$ cat src/rtl/burst_seq_pkg.sv
package burst_seq_pkg;
  typedef enum logic {ORD_WRAP = 1'b0, ORD_XOR = 1'b1} ord_e;
  localparam int unsigned BEAT_W = 2;
endpackage

$ cat src/rtl/burst_beat_ctr.sv
module burst_beat_ctr
  import burst_seq_pkg::*;
(
  input  logic              clk_i,
  input  logic              rst_ni,
  input  logic              cen_i,
  input  logic              load_i,
  input  logic              adv_i,
  output logic [BEAT_W-1:0] beat_o
);
  always_ff @(posedge clk_i or negedge rst_ni) begin
    if (!rst_ni)                beat_o <= '0;
    else if (cen_i && load_i)   beat_o <= '0;
    else if (cen_i && adv_i)    beat_o <= beat_o + 1'b1; // wraps mod 4
  end

  p_hold_r7: assert property (@(posedge clk_i) disable iff (!rst_ni)
    !cen_i |=> $stable(beat_o));
  p_load_clr_r2: assert property (@(posedge clk_i) disable iff (!rst_ni)
    (cen_i && load_i) |=> beat_o == '0);
endmodule

$ cat src/rtl/burst_ord_map.sv
module burst_ord_map
  import burst_seq_pkg::*;
(
  input  logic              mode_i,
  input  logic [BEAT_W-1:0] start_i,
  input  logic [BEAT_W-1:0] beat_i,
  output logic [BEAT_W-1:0] low_o
);
  always_comb begin
    if (ord_e'(mode_i) == ORD_XOR) low_o = start_i ^ beat_i;
    else                           low_o = start_i + beat_i;
  end
endmodule

$ cat src/rtl/burst_addr_seq.sv
module burst_addr_seq
  import burst_seq_pkg::*;
#(
  parameter int unsigned ADDR_W = 20
) (
  input  logic              clk_i,
  input  logic              rst_ni,
  input  logic              cen_i,
  input  logic              mode_i,
  input  logic              load_i,
  input  logic              adv_i,
  input  logic [ADDR_W-1:0] addr_i,
  output logic [ADDR_W-1:0] addr_o
);
  localparam int unsigned HI_W = ADDR_W - BEAT_W;

  logic [HI_W-1:0]   hi_q;
  logic [BEAT_W-1:0] start_q, low_q, beat_q, beat_nx, low_nx;

  burst_beat_ctr i_ctr (
    .clk_i, .rst_ni, .cen_i, .load_i, .adv_i, .beat_o(beat_q)
  );

  assign beat_nx = beat_q + 1'b1;

  burst_ord_map i_map (
    .mode_i, .start_i(start_q), .beat_i(beat_nx), .low_o(low_nx)
  );

  always_ff @(posedge clk_i or negedge rst_ni) begin
    if (!rst_ni) begin
      hi_q <= '0; start_q <= '0; low_q <= '0;
    end else if (cen_i && load_i) begin
      hi_q    <= addr_i[ADDR_W-1:BEAT_W];
      start_q <= addr_i[BEAT_W-1:0];
      low_q   <= addr_i[BEAT_W-1:0];
    end else if (cen_i && adv_i) begin
      low_q <= low_nx;
    end
  end

  assign addr_o = {hi_q, low_q};

  p_hi_stable_r6: assert property (@(posedge clk_i) disable iff (!rst_ni)
    !(cen_i && load_i) |=> $stable(addr_o[ADDR_W-1:BEAT_W]));
  p_hold_r7: assert property (@(posedge clk_i) disable iff (!rst_ni)
    !cen_i |=> $stable(addr_o));
  p_idle_r8: assert property (@(posedge clk_i) disable iff (!rst_ni)
    (cen_i && !load_i && !adv_i) |=> $stable(addr_o));
  p_load_r2: assert property (@(posedge clk_i) disable iff (!rst_ni)
    (cen_i && load_i) |=> addr_o == $past(addr_i));
  p_xor_step_r3: assert property (@(posedge clk_i) disable iff (!rst_ni)
    (cen_i && !load_i && adv_i && mode_i) |=>
      $countones(addr_o[BEAT_W-1:0] ^ $past(addr_o[BEAT_W-1:0])) >= 1);
endmodule

$ cat config.mk
export PLATFORM = sky130hd
export DESIGN_NAME = burst_addr_seq
export DESIGN_NICKNAME = d
export VERILOG_FILES = /design/src/rtl/burst_seq_pkg.sv /design/src/rtl/burst_beat_ctr.sv /design/src/rtl/burst_ord_map.sv /design/src/rtl/burst_addr_seq.sv
export SDC_FILE = /design/constraint.sdc
export NUM_CORES = 1
export LEC_CHECK = 0
export BUFFER_PORTS_ARGS = -buffer_cell sky130_fd_sc_hd__buf_2
export CAP_MARGIN = 10
export CORE_MARGIN = 1
export CORE_UTILIZATION = 25
export CTS_CLUSTER_SIZE = 12
export DETAILED_ROUTE_END_ITERATION = 12
export GPL_TIMING_DRIVEN = 1
export REMOVE_ABC_BUFFERS = 1
export SLEW_MARGIN = 20
export SYNTH_ARGS = -nofsm -noshare
export SYNTH_HDL_FRONTEND = slang
export SYNTH_HIERARCHICAL = 1
export SYNTH_SLANG_ARGS = --single-unit
export TNS_END_PERCENT = 5
$ cat constraint.sdc
create_clock -name clk_i -period 3.1 [get_ports clk_i]
set_input_delay 0.155 -clock clk_i [delete_from_list [all_inputs] [get_ports clk_i]]
set_output_delay 0.155 -clock clk_i [all_outputs]
set_load 0.01 [all_outputs]
==> impl_metrics.tcl, run 1 <==
set metrics [dict create \
    outcome "finished, final reports clean" \
    dp_hpwl_mm 1.56 \
    endpoint_kind "register" \
    yosysMostFrequentCell "dfrtp_1" \
    drc 0 \
    postCtsSetupBuffers 0 \
    worst_slew_margin_rel_pct 54.2 \
    io-pin-count 46 \
    seq_area_frac_synth_pct 56.1 \
    min_from "addr_i[3]" \
    swShare_pct 27.2 \
    grtUsageMet3_pct 2.20 \
    antenna_left 0 \
    cts_sinks 24 \
    rsz0062_at_grt "false" \
    placedCellCount 165 \
    holdWs_ns 0.120 \
    ys_ff_latch 24 \
    seqPwrFrac_pct 51.1 \
    clk_path_buf_depth 2 \
    worstSkewPairLatency_ns 0.26 \
    drive_gt1_share_pct 58.0 \
    ctsResizeCount 0 \
    synth.largest_area_cell "dfrtp_1" \
    final_nets 148 \
    synth-main-ff-cell "dfrtp_1" \
    vias_per_cell 4.47 \
    r2r_start "i_ctr/beat_o[0]$_DFFE_PN0P_" \
    worst_pin_slew_ns 0.685 \
    final_util_pct 34.2 \
    p_leak_nw 0.713 \
    fin_cells 169 \
    grtUsageTotal_pct 10.5 \
    wire_per_inst_um 12.5 \
    vias 755 \
    ir_drop_uv 217 \
    grt_busiest_layer "met2" \
    hold_violations 0 \
    die_w_um 67.5 \
    crit_chain "inv_1 -> ha_1 -> nor2b_1 -> xnor2_1 -> nor3_1 -> nor3_1" \
    port_buffers 45 \
    drt_iter0_markers 17 \
    row_count 23 \
    synth_common_cells "dfrtp_1, mux2_4, nor3_1" \
    gr-total-overflow 0 \
    power_density_nw_per_um2 559 \
    worstSetupPathType "register to register" \
    cts_tree "yes" \
    p_switching_mw 0.211 \
    wirelength_mm 2.12 \
    die_h_um 67.5 \
    setup-tns-final_ns 0 \
    avgSynthCellArea_um2 14.9 \
    finClkSkew_ns 0.00339 \
    antenna_found_initial 0 \
    critPathMaxFanout 7 \
    layout_min_cycle_time_ns 1.40 \
    grt_pass1_wl_mm 3.48 \
    max_freq_mhz 714 \
    design.die.area_um2 4550 \
    synth_cells 72 \
    cp-startpoint "i_ctr/beat_o[0]$_DFFE_PN0P_" \
    path_clk_slew_ns 0.08 \
    filler_cell_count 409 \
    cp_slowest_cell "dfrtp_1" \
    setup_ws_ns 1.70 \
    synth_top_area_share_pct 56.1 \
    critPathTopFamily "flip-flops" \
    met1_usage_pct 14.6 \
    fin_crit_sh_pct 45.2 \
    hold_path_class "primary input to register" \
    first_global_vias 775 \
    pwr-share-clk_pct 22.6 \
    async_reset_ff_share_pct 100 \
    path_common_cell "nor3_1" \
    placed_area_um2 1340 \
    synthTopCellsByArea "dfrtp_1, mux2_4, nor3_1, buf_6, mux2_2" \
    cts_root_buffer "clkbuf_8" \
    initial_core_util_pct 26.4 \
    synth.cell_area_um2 1070 \
    place_congestion 0.662 \
    grt_max_degree 25 \
    cp.arrival_ns 1.57 \
    h-tree-depth 1 \
    diodes 0 \
    pre_cts_slack_ns 1.69 \
    stdcell_area_um2 1390 \
    synth_edf_count 0 \
    critPathMaxStageDelay_ns 0.47 \
    power.total_mw 0.776 \
    finalSetupViolCount 0 \
    ys.warnings.count 6 \
    synth.distinct_cells 18 \
    crit_buf_inv 1 \
    critical_path_required_ns 3.27 \
    drv_cap 0 \
    area.growth.synth_to_final_pct 29.6 \
    cts_made_buffers 3 \
    dr.pass1.iters 4 \
    use_met2_pct 16.0 \
    internal-power_mw 0.565 \
    start_kind "register" \
    coreArea_um2 4060 \
    finalMaxSlewViolations 0 \
    p_comb_share_pct 26.3 \
]
==> power by group through the flow <==
stage	Sequential (mW)	Combinational [mW]	Clock [mW]
after floorplan	0.417	0.103	0
after global placement	0.400	0.199	0
after detailed placement	0.400	0.207	0
after CTS	0.396	0.207	0.185
after global routing	0.405	0.223	0.197
final	0.397	0.204	0.175
==> cell families (layout without fill, tap and decap cells) <==
family / after synthesis / in the layout / share of synthesized area [%]
mux: 20 / 20 / 27.3
flops: 24 / 24 / 56.1
fa+ha+maj: 1 / 1 / 1.17
xor+xnor: 3 / 3 / 2.45
compound gates: 6 / 6 / 3.50
buf+inv: 5 / 52 / 3.15
simple gates: 13 / 13 / 6.31
==> placed cells by master (no fill, tap or decap), drive strengths merged <==
cell type	count
buf	45
dfrtp	24
mux2	20
nor3	6
inv	3
o22ai	3
clkbuf	3
nand2	3
nor2	2
xnor2	2
xor2	1
dlygate4sd3	1
and4b	1
a21oi	1
a32oi	1
o21ai	1
nor2b	1
ha	1
==> per-layer routing <==
layer,vias to the layer above,share of wire (%)
li1,346,-
met2,46,45
met1,355,46
met4,0,1.1
met5,-,0
met3,8,7.9
==> layout make-up <==
cell class,count,area [um^2],area share (%)
sequential,24,601,43.3
multi-input combinational,43,437,31.5
timing repair buffer,46,235,17.0
tap,50,62.6,4.51
clock buffer,3,41.3,2.98
inverter,3,11.3,0.812
==> final timing paths <==
check                                         end  slack [ns]  depth (start not counted)
max in group asynchronous  start_q[1]$_DFFE_PN0P_        2.35                          2
min in group asynchronous    hi_q[14]$_DFFE_PN0P_        0.40                          2
setup reg to reg             low_q[1]$_DFFE_PN0P_        1.70                          6
hold / removal                hi_q[1]$_DFFE_PN0P_        0.12                          2
setup / recovery             low_q[1]$_DFFE_PN0P_        1.70                          6
hold reg to reg               hi_q[7]$_DFFE_PN0P_        0.51                          1
==> sequential cells by signal, summed over array words and instances (netlist names) <==
| register | cells |
|---|---|
| hi_q | 18 |
| i_ctr/beat_o | 2 |
| low_q | 2 |
| start_q | 2 |
==> repair_timing <==
action,CTS,global route
hold buffers,1,0
endpoints found under the setup margin,0,0
hold endpoints to repair,24,0
Power figures use the tool's default switching activity.
==> run 2, diff against run 1 <==
--- a/config.mk
+++ b/config.mk
@@ -5,6 +5,7 @@
 export SDC_FILE = /design/constraint.sdc
 export NUM_CORES = 1
 export LEC_CHECK = 0
+export ABC_AREA = 1
 export BUFFER_PORTS_ARGS = -buffer_cell sky130_fd_sc_hd__buf_2
 export CAP_MARGIN = 10
 export CORE_MARGIN = 1
==> constraint.sdc (replaced) <==
create_clock -name clk_i -period 1.2 [get_ports clk_i]
set_input_delay 0.06 -clock clk_i [delete_from_list [all_inputs] [get_ports clk_i]]
set_output_delay 0.06 -clock clk_i [all_outputs]
set_load 0.01 [all_outputs]
==> impl_metrics.tcl, run 2 <==
set metrics [dict create \
    outcome "finished, violations left" \
    violations "negative setup slack" \
    start_kind "register" \
    finalSetupViolCount 1 \
    critical_path_required_ns 1.36 \
    grt_pass1_wl_mm 3.93 \
    ys_ff_latch 24 \
    finalMaxSlewViolations 0 \
    synth_top_area_share_pct 58.0 \
    rsz0062_at_grt "true" \
    cp_slowest_cell "dfrtp_1" \
    largest_register "hi_q" \
    r2r_cells 11 \
    port_buffers 45 \
    ys.warnings.count 6 \
    hold_path_class "primary input to register" \
    antenna_found_initial 0 \
    antenna_left 0 \
    io-pin-count 46 \
    worstSetupPathType "register to register" \
    drt_iter0_markers 39 \
    die_h_um 66.4 \
    setup_ws_ns -0.0449 \
    max_freq_mhz 803 \
    dp_hpwl_mm 1.57 \
    cp.arrival_ns 1.40 \
    drv_cap 0 \
    holdPathStages 3 \
    crit_chain "inv_1 -> ha_2 -> inv_1 -> nor2_1 -> nand3_1 -> nand2_1 -> inv_1 -> nand2_1 -> nand2_1 -> nand2_1 -> nand2_1" \
    synth_common_cells "nand2_1, dfrtp_1, inv_1" \
    placedCellCount 222 \
    synth_edf_count 0 \
    worst_pin_slew_ns 0.537 \
    die_w_um 66.4 \
    drc 0 \
    fin_crit_sh_pct 104 \
    synth_cells 129 \
    final_nets 225 \
    critPathMaxFanout 4 \
    endpoint_kind "register" \
    layout_common_cells "nand2_1, buf_2, dfrtp_1" \
    final_common_cell "nand2_1" \
    grt_max_degree 25 \
    design.die.area_um2 4410 \
    worst_slew_margin_rel_pct 64.2 \
    gr-total-overflow 0 \
    area.growth.synth_to_final_pct 54.1 \
    h-tree-depth 1 \
    vias 976 \
    first_global_vias 856 \
    cts_made_buffers 3 \
    power_density_nw_per_um2 1350 \
    path_clk_slew_ns 0.08 \
    wire_per_inst_um 9.65 \
    synth.cell_area_um2 1040 \
    row_count 23 \
    critPathMaxStageDelay_ns 0.43 \
    clk_path_buf_depth 2 \
    cts_root_buffer "clkbuf_8" \
    diodes 0 \
    worstSkewPairLatency_ns 0.26 \
    power.total_mw 2.16 \
    synth.largest_area_cell "dfrtp_1" \
    initial_core_util_pct 25.9 \
    avgSynthCellArea_um2 8.03 \
    path_common_cell "nand2_1" \
    place_congestion 0.782 \
    vias_per_cell 3.95 \
    hold_violations 0 \
    async_reset_ff_share_pct 100 \
    drive_gt1_share_pct 28.9 \
    grtUsageTotal_pct 11.9 \
    yosysMostFrequentCell "nand2_1" \
    coreArea_um2 4000 \
    wirelength_mm 2.38 \
    fin_cells 247 \
    synth-main-ff-cell "dfrtp_1" \
    largest_reg_flops 18 \
    finClkSkew_ns 0.000254 \
    ir_drop_uv 683 \
    layout_min_cycle_time_ns 1.24 \
    seq_area_frac_synth_pct 58.0 \
    cts_tree "yes" \
    dr.pass1.iters 4 \
    synth.distinct_cells 13 \
    p_leak_nw 0.922 \
    holdWs_ns 0.0686 \
    cts_sinks 24 \
    synthTopCellsByArea "dfrtp_1, nand2_1, inv_1, nand3_1, nor2_1" \
]
run 2: cell types whose count changed after synthesis, moves of 3 or more:
cell / change
inv_1: +5
nand2_1: +78
nand3_1: +4
nor3_1: -6
o22ai_1: -3
mux2_4: -18
run 2: path summary, 6_finish.rpt:
kind,slack [ns],start,end
max,-0.04,i_ctr/beat_o[0]$_DFFE_PN0P_,low_q[1]$_DFFE_PN0P_
min,0.07,addr_i[0],start_q[0]$_DFFE_PN0P_
max reg2reg,-0.04,i_ctr/beat_o[0]$_DFFE_PN0P_,low_q[1]$_DFFE_PN0P_
min reg2reg,0.48,hi_q[8]$_DFFE_PN0P_,hi_q[8]$_DFFE_PN0P_
max in group asynchronous,0.54,rst_ni,hi_q[14]$_DFFE_PN0P_
min in group asynchronous,0.31,rst_ni,hi_q[0]$_DFFE_PN0P_
run 2: cell type report:
type	count	area, um^2
Clock inverter	1	30.0
Inverter	9	36.3
Timing Repair Buffer	67	438
Fill cell	407	2400
Sequential cell	24	601
Tap cell	50	62.6
Multi-Input combinational cell	93	388
Clock buffer	3	41.3
run 2: critical path: cells and delay by family (launching register included):
family | cells | cell delay (ns)
adders and majority gates | 1 | 0.16
buffers and inverters | 3 | 0.15
DFF | 1 | 0.43
and+or+nand+nor | 7 | 0.40
run 2: cells by family after synthesis:
logic type	count (synthesis)	synth area share, %
buffers and inverters	12	5.56
AO/OA/AOI/OAI	1	0.483
XOR/XNOR	1	0.846
adder cells (fa/ha/maj)	1	1.21
AND/OR/NAND/NOR	90	33.9
flip-flops	24	58.0
run 2: through the flow:
step | setup TNS, ns | cell area [um^2] | util, % | worst slack (ns)
after floorplan | 0 | 1010 | - | 0.0200
after global placement | -0.0173 | 1310 | 32.7 | -0.0173
after detailed placement | -0.0615 | 1310 | 32.7 | -0.0615
after CTS | -0.0453 | 1580 | 39.5 | -0.0453
after global routing | -0.179 | 1600 | 39.9 | -0.179
final | -0.0449 | 1600 | 39.9 | -0.0449
run 2: routing by layer:
metal  track usage [%]  wire length, um  vias up
met3              3.62              121        0
met5                 0                0        -
met2              19.9             1050       31
met1              15.8             1220      428
met4             0.798                0        0
li1                  -                -      517
run 2: power by group:
group | total, mW | switching [mW] | internal, mW
Sequential | 0.983 | 0.0651 | 0.918
Combinational | 0.484 | 0.252 | 0.232
Clock | 0.696 | 0.251 | 0.445
run 2: repair_timing:
| action | in CTS | in global routing |
|---|---|---|
| endpoints found under the hold margin | 42 | 0 |
| setup endpoints to repair | 1 | 1 |
| pin swaps | 1 | 0 |
| buffers inserted | 1 | 1 |
| gates resized for setup | 0 | 2 |
| hold buffers | 19 | 0 |
